===== config.mk =====
export PLATFORM = sky130hd
export DESIGN_NAME = twi_slave_byte
export DESIGN_NICKNAME = d
export VERILOG_FILES = /design/src/rtl/twi_pkg.sv /design/src/rtl/twi_line_sync.sv /design/src/rtl/twi_data_reg.sv /design/src/rtl/twi_slave_byte.sv
export SDC_FILE = /design/constraint.sdc
export NUM_CORES = 1
export LEC_CHECK = 0
export BUFFER_PORTS_ARGS = -buffer_cell sky130_fd_sc_hd__buf_2
export CAP_MARGIN = 15
export CELL_PAD_IN_SITES_DETAIL_PLACEMENT = 0
export CELL_PAD_IN_SITES_GLOBAL_PLACEMENT = 1
export CORE_MARGIN = 8
export CORE_UTILIZATION = 46
export CTS_CLUSTER_SIZE = 12
export DETAILED_ROUTE_END_ITERATION = 6
export GPL_TIMING_DRIVEN = 1
export PLACE_DENSITY_LB_ADDON = 0.1
export SKIP_CTS_REPAIR_TIMING = 1
export SYNTH_ARGS = -nofsm -noshare
export SYNTH_HDL_FRONTEND = slang
export SYNTH_HIERARCHICAL = 1
export SYNTH_SLANG_ARGS = --single-unit

===== constraint.sdc =====
create_clock -name clk -period 7.1 [get_ports clk]
set_input_delay 1.42 -clock clk [delete_from_list [all_inputs] [get_ports clk]]
set_output_delay 1.42 -clock clk [all_outputs]
set_load 0.1 [all_outputs]

===== src/rtl/twi_pkg.sv =====
// Package: shared types of the two-wire slave byte engine.
package twi_pkg;
    typedef enum logic [2:0] {
        ST_IDLE,   // not addressed, waiting for START
        ST_ADDR,   // shifting the address byte
        ST_AACK,   // driving ACK for the address
        ST_RX,     // shifting a received data byte
        ST_RACK,   // driving ACK for a received byte
        ST_TX,     // shifting a byte out
        ST_TACK    // sampling the master's ACK/NACK
    } twi_state_e;
endpackage


===== src/rtl/twi_line_sync.sv =====
// Module: twi_line_sync
// Brings asynchronous bus lines into the clk domain through a chain of
// flip-flops and keeps one further delayed copy for edge detection.
// Assumes idle lines are high, so every stage resets to 1.
module twi_line_sync #(
    parameter int LINES  = 2,
    parameter int STAGES = 2
) (
    input  logic             clk,
    input  logic             rst_n,
    input  logic [LINES-1:0] raw_i,
    output logic [LINES-1:0] sync_o,
    output logic [LINES-1:0] last_o
);
    for (genvar g = 0; g < LINES; g++) begin : g_line
        logic [STAGES:0] chain;
        // Shift the line level through the synchroniser and history stage.
        always_ff @(posedge clk) begin
            if (!rst_n) chain <= '1;
            else        chain <= {chain[STAGES-1:0], raw_i[g]};
        end
        assign sync_o[g] = chain[STAGES-1];
        assign last_o[g] = chain[STAGES];
    end
endmodule


===== src/rtl/twi_data_reg.sv =====
// Module: twi_data_reg
// The single processor-visible data register shared by both directions,
// with its empty/full flags. Engine events in the same cycle take
// precedence over processor strobes.
module twi_data_reg #(
    parameter int DW = 8
) (
    input  logic          clk,
    input  logic          rst_n,
    input  logic          cpu_wr,
    input  logic [DW-1:0] cpu_wdata,
    input  logic          cpu_rd,
    input  logic          rx_put,
    input  logic [DW-1:0] rx_data,
    input  logic          tx_take,
    output logic [DW-1:0] dbuf,
    output logic          txe,
    output logic          rxne
);
    // Update register contents and flags from processor and engine.
    always_ff @(posedge clk) begin
        if (!rst_n) begin
            dbuf <= '0;
            txe  <= 1'b1;
            rxne <= 1'b0;
        end else begin
            if (cpu_wr) begin
                dbuf <= cpu_wdata;
                txe  <= 1'b0;
            end
            if (cpu_rd)  rxne <= 1'b0;
            if (rx_put) begin
                dbuf <= rx_data;
                rxne <= 1'b1;
            end
            if (tx_take) txe <= 1'b1;
        end
    end
endmodule


===== src/rtl/twi_slave_byte.sv =====
// Module: twi_slave_byte
// Slave-side byte engine of a two-wire bus: START/STOP detection, 7-bit
// address match, byte shifting with ACK, and clock holding or
// overrun/underrun flagging at byte boundaries.
// Assumes the system clock is many times faster than the bus clock and
// that the lines are wired-AND with external pull-ups.
module twi_slave_byte
    import twi_pkg::*;
#(
    parameter int DW          = 8,
    parameter int SYNC_STAGES = 2
) (
    input  logic          clk,
    input  logic          rst_n,
    input  logic          scl_i,
    input  logic          sda_i,
    output logic          scl_pull,
    output logic          sda_pull,
    input  logic [DW-2:0] own_addr,
    input  logic          stretch_en,
    input  logic          cpu_wr,
    input  logic [DW-1:0] cpu_wdata,
    input  logic          cpu_rd,
    output logic [DW-1:0] cpu_rdata,
    input  logic          stat_rd,
    output logic          txe,
    output logic          rxne,
    output logic          btf,
    output logic          ovr,
    output logic          udr,
    output logic          addressed,
    output logic          is_tx
);
    localparam int CW = $clog2(DW + 1);
    localparam logic [CW-1:0] CNT_FULL = CW'(DW);
    localparam logic [CW-1:0] CNT_LAST = CW'(DW - 1);

    logic [1:0]    ln_s, ln_d;
    logic          scl_s, sda_s, scl_d, sda_d;
    logic          scl_rise, scl_fall, start_c, stop_c, bus_evt;
    twi_state_e    state;
    logic [CW-1:0] cnt;
    logic [DW-1:0] sh, txbyte, dbuf;
    logic          rw, hold, armed, nack, tx_bit;
    logic          rel_rx, rel_tx, tx_bound, rx_put, tx_take;

    twi_line_sync #(.LINES(2), .STAGES(SYNC_STAGES)) u_sync (
        .clk(clk), .rst_n(rst_n), .raw_i({sda_i, scl_i}),
        .sync_o(ln_s), .last_o(ln_d)
    );

    assign scl_s    = ln_s[0];
    assign sda_s    = ln_s[1];
    assign scl_d    = ln_d[0];
    assign sda_d    = ln_d[1];
    assign scl_rise = scl_s & ~scl_d;
    assign scl_fall = ~scl_s & scl_d;
    assign start_c  = scl_s & scl_d & sda_d & ~sda_s;
    assign stop_c   = scl_s & scl_d & ~sda_d & sda_s;
    assign bus_evt  = start_c | stop_c;

    // Release conditions of a hold and data movement at byte boundaries.
    assign rel_rx   = hold & armed & cpu_rd & (state == ST_RACK) & ~bus_evt;
    assign rel_tx   = hold & armed & cpu_wr & (state == ST_TX) & ~bus_evt;
    assign tx_bound = scl_fall & ~hold & ~bus_evt &
                      (((state == ST_AACK) & rw) | ((state == ST_TACK) & ~nack));
    assign tx_take  = (tx_bound & ~txe) | rel_tx;
    assign rx_put   = (scl_fall & ~hold & ~bus_evt & (state == ST_RX) &
                       (cnt == CNT_FULL) & ~rxne) | rel_rx;

    twi_data_reg #(.DW(DW)) u_dreg (
        .clk(clk), .rst_n(rst_n), .cpu_wr(cpu_wr), .cpu_wdata(cpu_wdata),
        .cpu_rd(cpu_rd), .rx_put(rx_put), .rx_data(sh), .tx_take(tx_take),
        .dbuf(dbuf), .txe(txe), .rxne(rxne)
    );

    // Select the outgoing bit for the current position, MSB first.
    always_comb begin
        tx_bit = 1'b1;
        for (int i = 0; i < DW; i++)
            if (cnt == CW'(DW - 1 - i)) tx_bit = txbyte[i];
    end

    // Bus-side sequencing, shifting, holding and error flags.
    always_ff @(posedge clk) begin
        if (!rst_n) begin
            state  <= ST_IDLE;
            cnt    <= '0;
            sh     <= '0;
            txbyte <= '0;
            rw     <= 1'b0;
            hold   <= 1'b0;
            armed  <= 1'b0;
            nack   <= 1'b0;
            ovr    <= 1'b0;
            udr    <= 1'b0;
        end else begin
            if (stat_rd) begin
                ovr <= 1'b0;
                udr <= 1'b0;
                if (hold) armed <= 1'b1;
            end
            if (tx_take) txbyte <= rel_tx ? cpu_wdata : dbuf;
            if (start_c) begin
                state <= ST_ADDR;
                cnt   <= '0;
                hold  <= 1'b0;
                armed <= 1'b0;
            end else if (stop_c) begin
                state <= ST_IDLE;
                hold  <= 1'b0;
                armed <= 1'b0;
            end else if (hold) begin
                if (rel_rx || rel_tx) begin
                    hold  <= 1'b0;
                    armed <= 1'b0;
                end
            end else begin
                case (state)
                    ST_ADDR, ST_RX: begin
                        if (scl_rise && cnt != CNT_FULL) begin
                            sh  <= {sh[DW-2:0], sda_s};
                            cnt <= cnt + CW'(1);
                        end else if (scl_fall && cnt == CNT_FULL) begin
                            if (state == ST_ADDR) begin
                                if (sh[DW-1:1] == own_addr) begin
                                    state <= ST_AACK;
                                    rw    <= sh[0];
                                end else begin
                                    state <= ST_IDLE;
                                end
                            end else begin
                                state <= ST_RACK;
                                if (rxne) begin
                                    if (stretch_en) hold <= 1'b1;
                                    else            ovr  <= 1'b1;
                                end
                            end
                        end
                    end
                    ST_AACK: if (scl_fall) begin
                        cnt   <= '0;
                        state <= rw ? ST_TX : ST_RX;
                        if (rw && txe) begin
                            if (stretch_en) hold <= 1'b1;
                            else            udr  <= 1'b1;
                        end
                    end
                    ST_RACK: if (scl_fall) begin
                        cnt   <= '0;
                        state <= ST_RX;
                    end
                    ST_TX: if (scl_fall) begin
                        if (cnt == CNT_LAST) state <= ST_TACK;
                        else                 cnt   <= cnt + CW'(1);
                    end
                    ST_TACK: begin
                        if (scl_rise) begin
                            nack <= sda_s;
                        end else if (scl_fall) begin
                            if (nack) begin
                                state <= ST_IDLE;
                            end else begin
                                state <= ST_TX;
                                cnt   <= '0;
                                if (txe) begin
                                    if (stretch_en) hold <= 1'b1;
                                    else            udr  <= 1'b1;
                                end
                            end
                        end
                    end
                    default: ;
                endcase
            end
        end
    end

    assign scl_pull  = hold;
    assign btf       = hold;
    assign sda_pull  = (state == ST_AACK) | (state == ST_RACK) |
                       ((state == ST_TX) & ~tx_bit);
    assign cpu_rdata = dbuf;
    assign addressed = (state != ST_IDLE) & (state != ST_ADDR);
    assign is_tx     = addressed & rw;
endmodule


==> flow_summary.yaml <==
placement:
  globalplace.congestion: 0.798
  port_buffers: 39
  hpwl_mm: 4.54
critical_path:
  crit_family: "buffers and inverters"
  crit_chain: "inv_1, ha_1, or3b_2, a221oi_1, o311ai_0, o21ai_0, buf_2"
  crit_buf_inv: 2
  end_kind: "output pin"
  path_max_fanout: 6
  crit_type: "reg -> out"
  critPathLaunchType: "register"
  critPathMaxStageDelay_ns: 0.45
  worstPathRequired_ns: 5.68
  cp_slowest_cell: "buf_2"
  arrival_ns: 2.47
clock_tree:
  h-tree-depth: 2
  cts_buffers: 5
  clock-sinks: 45
  cts_max_path_buffers: 2
  tritoncts: "yes"
  clk_pin_slew_ns: 0.08
  clockRootBuffer: "clkbuf_8"
  clock_latency_ns: 0.30
floorplanning:
  die-height_um: 90.3
  start_util_pct: 47.0
  coreArea_um2: 5410
  dieArea_um2: 8150
  die_w_um: 90.3
  pin_count: 40
  num_rows: 27
global_routing:
  grt_pass1_vias: 2033
  grt-ovfl-total: 0
  antenna_found_initial: 0
  grt.total_usage_pct: 15.0
  grt_pass1_wl_mm: 10.1
  grt_max_degree: 28
timing:
  fmax_mhz: 257
  rsz0062_at_grt: "no"
  fin_setup_tns_ns: 0
  finalCritPeriodShare_pct: 54.8
  whs_ns: 0.416
  finalClockSkew_ns: 0.00696
  relSlewSlack_pct: 22.3
  worst_slew_pin_slew_ns: 1.16
  hold_viol_final: 0
  final-setup-viol-count: 0
  drv_slew: 0
  finalCriticalPeriod_ns: 3.89
logic_synthesis:
  syn_nets: 303
  yosysTopAreaCell: "dfxtp_1"
  synth_area_leaders: "dfxtp_1, mux2i_1, nand2b_1, mux2_4, nor2_1"
  synth_top_flop_cell: "dfxtp_1"
  synth_most_common_cell: "dfxtp_1"
  netlist_area_um2: 2540
  yosysWarnings: 6
  synth_common_cells: "dfxtp_1, nor2_1, nand2b_1, mux2i_1, a21oi_1"
  syn_area_per_cell_um2: 9.20
  synth_seq_cells: 45
  synth_cell_types: 59
  syn_inst: 276
  ys_async_sr_fraction_pct: 0
  synth_top_area_share_pct: 35.5
  synth-edff-count: 0
  yosysSeqAreaShare_pct: 35.5
pwr:
  p_leak_nw: 1.33
  vdd_drop_max_v: 0.000100
  cellPowerDensity_nw_per_um2: 229
cells_and_area:
  syn2layout_area_growth_pct: 12.2
  n_fill_cell: 510
  n_antenna_cell: 0
  drive_gt1_share_pct: 22.2
  fin_nets: 332
outcome:
  status: "complete, no violations"
detailed_routing:
  drtIter0Drc: 89
  drc_errors: 0
  wl_per_cell_um: 16.0
  dr.pass1.iters: 4
  num_vias: 2053
  via_per_inst: 5.43
  ant_nets: 0
  totalWireLength_mm: 6.07
job:
  cap_violations: 0
hold_path:
  hold_path.class: "reg -> reg"
[cells by family after synthesis]
| family | Yosys count | share of synthesized area, % |
|---|---|---|
| and+or+nand+nor | 107 | 24.0 |
| AOI/OAI and AO/OA | 60 | 17.9 |
| DFF | 45 | 35.5 |
| muxes | 27 | 12.2 |
| buffers and inverters | 25 | 5.66 |
| xor gates and xnor gates | 8 | 2.76 |
| adders and majority gates | 4 | 1.97 |
[registers in the layout, summed over array words and instances, names as in the netlist]
signal / cells
state: 3
btf: 1
ovr: 1
cnt: 4
u_sync/g_line.chain: 6
u_dreg/rxne: 1
armed: 1
udr: 1
u_dreg/txe: 1
nack: 1
u_dreg/dbuf: 8
txbyte: 8
sh: 8
rw: 1
[cell usage in the layout (no fill, tap or decap), types with 4 or more instances in the layout]
master,Yosys,routed
buf_2,4,39
mux2i_1,19,19
nand2_1,12,12
and2_1,4,4
a21oi_1,13,13
ha_1,4,4
mux2_4,8,8
nor4_1,4,4
dfxtp_1,45,45
nor2b_1,5,5
nor2_1,27,27
inv_1,8,8
nor3_1,4,4
nand3_1,5,5
o211a_1,8,8
o21ai_0,7,7
nand2b_1,21,21
clkbuf_8,0,5
xor2_1,6,6
[routing by layer]
metal	part of all wire, %	track usage [%]	vias to the layer above
met5	0	0	-
met1	49	19.4	946
met3	4.2	3.33	9
met2	45	23.5	44
li1	-	-	1054
met4	1.6	5.96	0
[area by class of cell]
cell class	instances	area, µm²	area share, %
sequential	45	901	31.6
clock inverter	3	65.1	2.28
timing repair buffer	39	195	6.85
multi-input combinational	206	1500	52.6
clock buffer	5	68.8	2.41
inverter	8	30.0	1.05
tap	72	90.1	3.16
[through the flow]
| step | setup WS (ns) | std cells | area [µm²] | power [mW] | util (%) |
|---|---|---|---|---|---|
| after floorplan | 2.75 | 276 | 2540 | 0.401 | - |
| after global placement | 3.57 | 370 | 2720 | 0.433 | 50.3 |
| after detailed placement | 3.55 | 370 | 2720 | 0.431 | 50.3 |
| after CTS | 3.21 | 378 | 2850 | 0.660 | 52.7 |
| after global routing | 3.02 | 378 | 2850 | 0.682 | 52.7 |
| final | 3.21 | 378 | 2850 | 0.654 | 52.7 |
[where the power goes]
part,switching [mW],leakage (nW),internal [mW]
logic,0.108,0.894,0.0418
clock network,0.0890,0.0681,0.140
registers,0.0156,0.366,0.260
[final timing paths]
kind / slack [ns] / from / depth (start not counted) / end
max: 3.21 / cnt[0]$_SDFFE_PP0P_ / 7 / sda_pull
min: 0.42 / u_sync/g_line[0].chain[0]$_SDFF_PN1_ / 1 / u_sync/g_line[0].chain[1]$_SDFF_PN1_
max reg2reg: 4.22 / state[0]$_SDFFE_PN0P_ / 5 / u_dreg/dbuf[3]$_SDFFE_PN0P_
min reg2reg: 0.42 / u_sync/g_line[0].chain[0]$_SDFF_PN1_ / 1 / u_sync/g_line[0].chain[1]$_SDFF_PN1_
Power figures use the tool's default switching activity.
